### config.mk
export PLATFORM = sky130hd
export DESIGN_NAME = host_boot_loader
export DESIGN_NICKNAME = d
export VERILOG_FILES = /design/src/rtl/host_boot_loader.sv
export SDC_FILE = /design/constraint.sdc
export NUM_CORES = 1
export LEC_CHECK = 0
export ABC_AREA = 0
export CAP_MARGIN = 5
export CORE_MARGIN = 4
export CORE_UTILIZATION = 46
export DETAILED_ROUTE_END_ITERATION = 10
export PLACE_DENSITY = 0.79
export SYNTH_ARGS = -nofsm -noshare
export SYNTH_HDL_FRONTEND = slang
export SYNTH_SLANG_ARGS = --single-unit
### constraint.sdc
create_clock -name clk -period 1.3 [get_ports clk]
set_clock_uncertainty 0.05 [all_clocks]
set_input_delay 0.195 -clock clk [delete_from_list [all_inputs] [get_ports clk]]
set_output_delay 0.195 -clock clk [all_outputs]
set_load 0.01 [all_outputs]
### src/rtl/host_boot_loader.sv
module host_boot_loader #(
  parameter int ADDR_W     = 9,
  parameter int BYTE_W     = 8,
  parameter int BOOT_WORDS = 512
) (
  input  logic                clk,
  input  logic                rst_n,
  input  logic                host_wr,
  input  logic [1:0]          host_sel,
  input  logic [BYTE_W-1:0]   host_data,
  input  logic                host_rd_low,
  output logic [BYTE_W-1:0]   tx_hi,
  output logic [BYTE_W-1:0]   tx_mid,
  output logic [BYTE_W-1:0]   tx_lo,
  output logic                pm_we,
  output logic [ADDR_W-1:0]   pm_addr,
  output logic [3*BYTE_W-1:0] pm_data,
  output logic                booting,
  output logic                run_start,
  output logic                pass_wr,
  output logic                pass_rd
);
  localparam int WORD_W = 3 * BYTE_W;
  localparam int CNT_W  = $clog2(BOOT_WORDS + 1);
  localparam logic [CNT_W-1:0] LAST = CNT_W'(BOOT_WORDS - 1);

  logic              first;
  logic [WORD_W-1:0] acc;
  logic [CNT_W-1:0]  cnt;

  wire wr_hi  = host_wr && host_sel == 2'd0;
  wire wr_mid = host_wr && host_sel == 2'd1;
  wire wr_lo  = host_wr && host_sel == 2'd2;

  wire [WORD_W-1:0] acc_base = first ? '0 : acc;
  wire [WORD_W-1:0] byte_in  = WORD_W'(host_data);
  wire [WORD_W-1:0] merged   = wr_hi  ? (acc_base | (byte_in << (2*BYTE_W))) :
                               wr_mid ? (acc_base | (byte_in << BYTE_W)) :
                                        (acc_base | byte_in);

  assign pass_wr = wr_lo && !booting;
  assign pass_rd = host_rd_low && !booting;

  always_ff @(posedge clk) begin
    if (!rst_n) begin
      booting   <= 1'b1;
      first     <= 1'b1;
      acc       <= '0;
      cnt       <= '0;
      pm_we     <= 1'b0;
      pm_addr   <= '0;
      pm_data   <= '0;
      run_start <= 1'b0;
      tx_hi     <= '0;
      tx_mid    <= '0;
      tx_lo     <= '0;
    end else begin
      pm_we     <= 1'b0;
      run_start <= 1'b0;
      if (wr_hi) begin
        acc   <= merged;
        tx_hi <= host_data;
        first <= 1'b0;
      end
      if (wr_mid) begin
        acc    <= merged;
        tx_mid <= host_data;
        if (first) tx_hi <= host_data;
        first  <= 1'b0;
      end
      if (wr_lo) begin
        tx_lo <= host_data;
        if (first) begin
          tx_hi  <= host_data;
          tx_mid <= host_data;
        end
        first <= 1'b1;
        if (booting) begin
          pm_we   <= 1'b1;
          pm_addr <= ADDR_W'(cnt);
          pm_data <= merged;
          acc     <= '0;
          cnt     <= cnt + 1'b1;
          if (cnt == LAST) begin
            booting   <= 1'b0;
            run_start <= 1'b1;
          end
        end else begin
          acc <= merged;
        end
      end
    end
  end
endmodule

# Yosys cells after proc, flatten, opt, wreduce, memory -nomap -nowiden
# Index checks and enable logic that the tools add are counted.
[word_totals] register_bits=95 ram_bits=0 mem_count=0 romBits=0 latchBits=0
[classes] bitwise_logic=4 div_mod_pow=0 multipliers=0 reduce_logical=13 shift=0 mux=21 eq_ne=3 n_lt_le_gt_ge=0 addsub=1
[ops] op="24-bit 2-to-1 mux" n=7
[ops] op="8-bit 2-to-1 mux" n=8
[ops] op="24-bit by 16-bit bitwise OR with 24-bit output" n=1
[ops] op="24-bit bitwise OR" n=1
[ops] op="24-bit by 8-bit bitwise OR with 24-bit output" n=1
[ops] op="10-bit by 1-bit adder with 10-bit output, second input constant" n=1
[ops] op="10-bit by 9-bit == test with 1-bit output, second input constant" n=1
[ops] op="1-bit 2-to-1 mux" n=6
[ops] op="1-bit logical AND" n=5
[ops] op="2-bit AND reduction" n=2
[ops] op="3-bit AND reduction" n=1
[ops] op="3-bit nonzero test" n=1
[ops] op="2-bit by 1-bit == test with 1-bit output, second input constant" n=1
[ops] op="2-bit == test, second input constant" n=1
[ops] op="2-bit logical NOT" n=1
[ops] op="2-bit nonzero test" n=1
[ops] op="2-bit OR reduction" n=1
[ops] op="1-bit logical NOT" n=1
[ops] op="1-bit NOT" n=1

# Longest topological paths before layout
[logic_depth] word_depth=7 depth_mapped=6 depth_no_buf=5

# Worst setup path before layout
# Ideal clock, no wire load.
[synth_timing] path_type="flip-flop to flip-flop" startpoint="reg booting" endpoint="reg cnt[4]" slack_ns=-0.083 arrival_ns=1.218 path_buffers=1 setup_time_ns=0.115 synth_period_minus_slack_ns=1.383 stages_incl_launch_ff=6 path_cell_list="dfxtp_1 > and4b_1 > buf_4 > nand4_1 > xnor2_1 > and2_1"
[synth_via] elab_chain_cells=1
[synth_rtl] item="start: declaration" line="18" text="output logic booting,"
[synth_rtl] item="start signal: assignment" line="46" text="booting <= 1'b1;"
[synth_rtl] item="start signal: assignment" line="85" text="booting <= 1'b0;"
[synth_rtl] item="2-bit AND reduction (no source line)"
[synth_rtl] item="end signal: assignment" line="83" text="cnt <= cnt + 1'b1;"
[synth_rtl] item="end: declaration" line="29" text="logic [CNT_W-1:0] cnt;"
# No other way between the ends.
# A chain may end at the register's enable or synchronous reset.

# Final worst setup path
[layout_timing] startpoint="reg cnt[3]" endpoint="reg cnt[8]"
[layout_via] elab_chain_cells=1
[layout_rtl] item="10-bit by 1-bit adder with 10-bit output" line="83"
# No other way between the ends.

==> flow_metrics.py <==
metrics = {
    "place": {
        "io_buffers": 75,
        "place_area_um2": 4770,
        "dp.final_hpwl_um": 6630,
        "gp_congestion": 0.870,
        "pre_cts_slack_ns": -0.562,
    },
    "die": {
        "rows": 32,
        "io_pins": 76,
        "die_h_um": 98.5,
        "start_util": 0.480,
        "die_width_um": 98.5,
        "core_um2": 7850,
        "die_area_um2": 9710,
    },
    "power_and_ir_drop": {
        "power_density_nw_per_um2": 1110,
        "ir_drop_mv": 0.580,
        "clkPwrFrac": 0.364,
        "swShare": 0.240,
        "p_leak_nw": 2.41,
        "p_seq_frac": 0.528,
        "power_frac_comb": 0.107,
        "intPower_mw": 4.37,
        "switchingPower_mw": 1.38,
    },
    "yosys": {
        "seq_area_frac_synth": 0.504,
        "yosys_register_bits": 95,
        "syn_avg_cell_area_um2": 9.64,
        "netlist_instances": 391,
        "synth-main-ff-cell": "dfxtp_1",
        "synth_edf_count": 0,
        "syn-cell-area_um2": 3770,
        "syn-num-nets": 406,
        "yosysUniqueCellTypes": 38,
        "synth_warnings": 0,
        "async_reset_ff_frac": 0,
    },
    "cells_and_area": {
        "diodes": 0,
        "syn2layout_area_growth_pct": 37.8,
        "mostFrequentLayoutCells": "85 x dfxtp_1, 69 x nand2_1, 61 x dlygate4sd2_1",
        "fin_util": 0.662,
        "layout_commonest_cell": "dfxtp_1",
        "final_cell_area_um2": 5190,
        "nNetsFinal": 515,
        "layout-drive-gt1-share": 0.208,
    },
    "hold_path": {
        "whs_path_depth": 3,
        "min_from": "rst_n",
        "worstHoldEndpoint": "first",
        "hp-class": "in2reg",
    },
    "critical_path": {
        "r2r-end": "cnt[8]",
        "worstPathCellList": "nand4_1, buf_4, nor3_4, xor2_1, and2_1",
        "path_depth": 5,
        "endpoint_kind": "flop",
        "r2r_start": "cnt[3]",
        "r2r_cells": 5,
        "critPathSlowestCell": "dfxtp_1",
        "path_max_fanout": 4,
        "r2r_setup_slack_ns": -0.12,
        "critPathBufInv": 1,
        "max_stage_delay_ns": 0.47,
        "cp_top_family": "simple AND/OR/NAND/NOR gates",
        "arrival_ns": 1.68,
        "worst_setup_path_start_kind": "flop",
        "path_class": "reg2reg",
        "crit_required_ns": 1.56,
    },
    "clock_tree": {
        "clock_sinks": 95,
        "clkTransAtPathRegs_ns": 0.09,
        "clock_latency_ns": 0.36,
        "ctsRootBufferMaster": "clkbuf_8",
        "cts_tree": "yes",
        "htreeDepth": 3,
        "hold_buffers": 0,
        "cts_buffer_depth": 2,
        "cts_buffers": 9,
    },
    "detailed_routing": {
        "ant_nets": 0,
        "totalWireLength_um": 9950,
        "drc": 0,
        "vias": 3286,
        "first_pass_iters": 4,
        "drt_iter0_drc": 166,
        "via_per_inst": 5.41,
        "wire_per_inst_um": 16.4,
    },
    "global_route": {
        "first_global_vias": 3221,
        "track_usage": 0.205,
        "overflow": 0,
        "antenna_found_initial": 0,
        "grt_pass1_wl_um": 15900,
        "grt_max_degree": 41,
    },
    "sta": {
        "max_freq_mhz": 703,
        "slew_viol_final": 0,
        "period_minus_slack_ns": 1.42,
        "slew_headroom": 0.718,
        "finalHoldViolCount": 0,
        "worst_pin_slew_ns": 0.423,
        "min_period_over_period": 1.09,
        "worst_slack_ns": -0.123,
        "grt_setup_unrepaired": "yes",
        "setup_viol": 17,
    },
    "run_status": {
        "run_status": "finished with violations",
        "violations": "setup timing",
    },
    "run": {
        "cap_violations": 0,
    },
}
[synth_stat cells, drive strengths merged, types with 3 or more instances]
| cell type | number | area (um^2) |
|---|---|---|
| a21boi | 34 | 255 |
| xor2 | 4 | 35.0 |
| nor3 | 3 | 20.0 |
| nand2 | 76 | 300 |
| nand4 | 4 | 25.0 |
| mux2i | 8 | 80.1 |
| and2 | 18 | 113 |
| o2bb2ai | 8 | 70.1 |
| o211a | 8 | 80.1 |
| a21oi | 9 | 45.0 |
| dfxtp | 95 | 1900 |
| clkbuf | 12 | 45.0 |
| nor2b | 9 | 56.3 |
| xnor2 | 5 | 43.8 |
| nand3 | 19 | 95.1 |
| o21ai | 11 | 58.8 |
| buf | 17 | 115 |
| nor4 | 3 | 37.5 |
| a22o | 16 | 140 |
| nand3b | 16 | 120 |
[stage by stage]
stage	TNS (ns)	cells	total power, mW	hold WS [ns]
5_1_grt	-3.09	607	5.98	0.239
4_1_cts	-0.695	603	5.75	0.236
3_3_place_gp	-36.48	577	3.69	0.400
2_1_floorplan	-0.0134	391	3.41	0.270
6_report	-0.759	607	5.75	0.248
3_5_place_dp	-39.82	577	3.70	0.405
[state kept, by name, summed over array words and instances (netlist names)]
register   count
acc           24
pm_data       24
cnt           10
pm_addr        9
tx_hi          8
tx_lo          8
tx_mid         8
booting        1
first          1
pm_we          1
run_start      1
[kinds of logic after synthesis]
family | count (synthesis) | synth area share
compound gates | 88 | 0.177
xor+xnor | 9 | 0.0209
fa+ha+maj | 1 | 0.00332
buf+inv | 31 | 0.0445
flops | 95 | 0.504
mux | 8 | 0.0212
simple gates | 159 | 0.229
[area by class of cell]
cell class / instances / area (um^2)
Fill cell: 638 / 2650
Timing Repair Buffer: 126 / 1080
Multi-Input combinational cell: 266 / 1850
Clock inverter: 5 / 81.3
Tap cell: 102 / 128
Sequential cell: 95 / 1920
Inverter: 2 / 7.51
Clock buffer: 11 / 131
[power by group through the flow]
stage,logic [mW],registers [mW],clock network (mW)
after floorplan,0.288,3.13,0
after global placement,0.581,3.11,0
after detailed placement,0.596,3.11,0
after CTS,0.607,3.04,2.11
after global routing,0.668,3.05,2.26
final,0.618,3.04,2.10
[tightest hold or removal path: stages]
cell     delay [ns]
buf_2          0.17
buf_4          0.20
nand2_1        0.06
[per-layer routing]
metal  up-vias  share of wire  GRT usage
li1       1573              -          -
met1      1577           0.44      0.252
met2       106           0.47      0.331
met3        30          0.055     0.0460
met4         0          0.037      0.114
met5         -              0          0
[worst max-delay path by stage]
stage,start,end,slack [ns]
after global placement,host_sel[0],pass_wr,-0.56
after floorplan,cnt[0],cnt[6],-0.01
after detailed placement,host_wr,pass_wr,-0.56
final,cnt[3],cnt[8],-0.12
after global routing,cnt[3],cnt[8],-0.18
after CTS,booting,pm_data[0],-0.07
[what timing repair did]
item	CTS	global route
endpoints found under the setup margin	137	56
pin swaps	12	8
resized for setup	107	21
cloned	2	0
buffers inserted	9	6
Note: power is estimated with default switching activity, not from simulation.
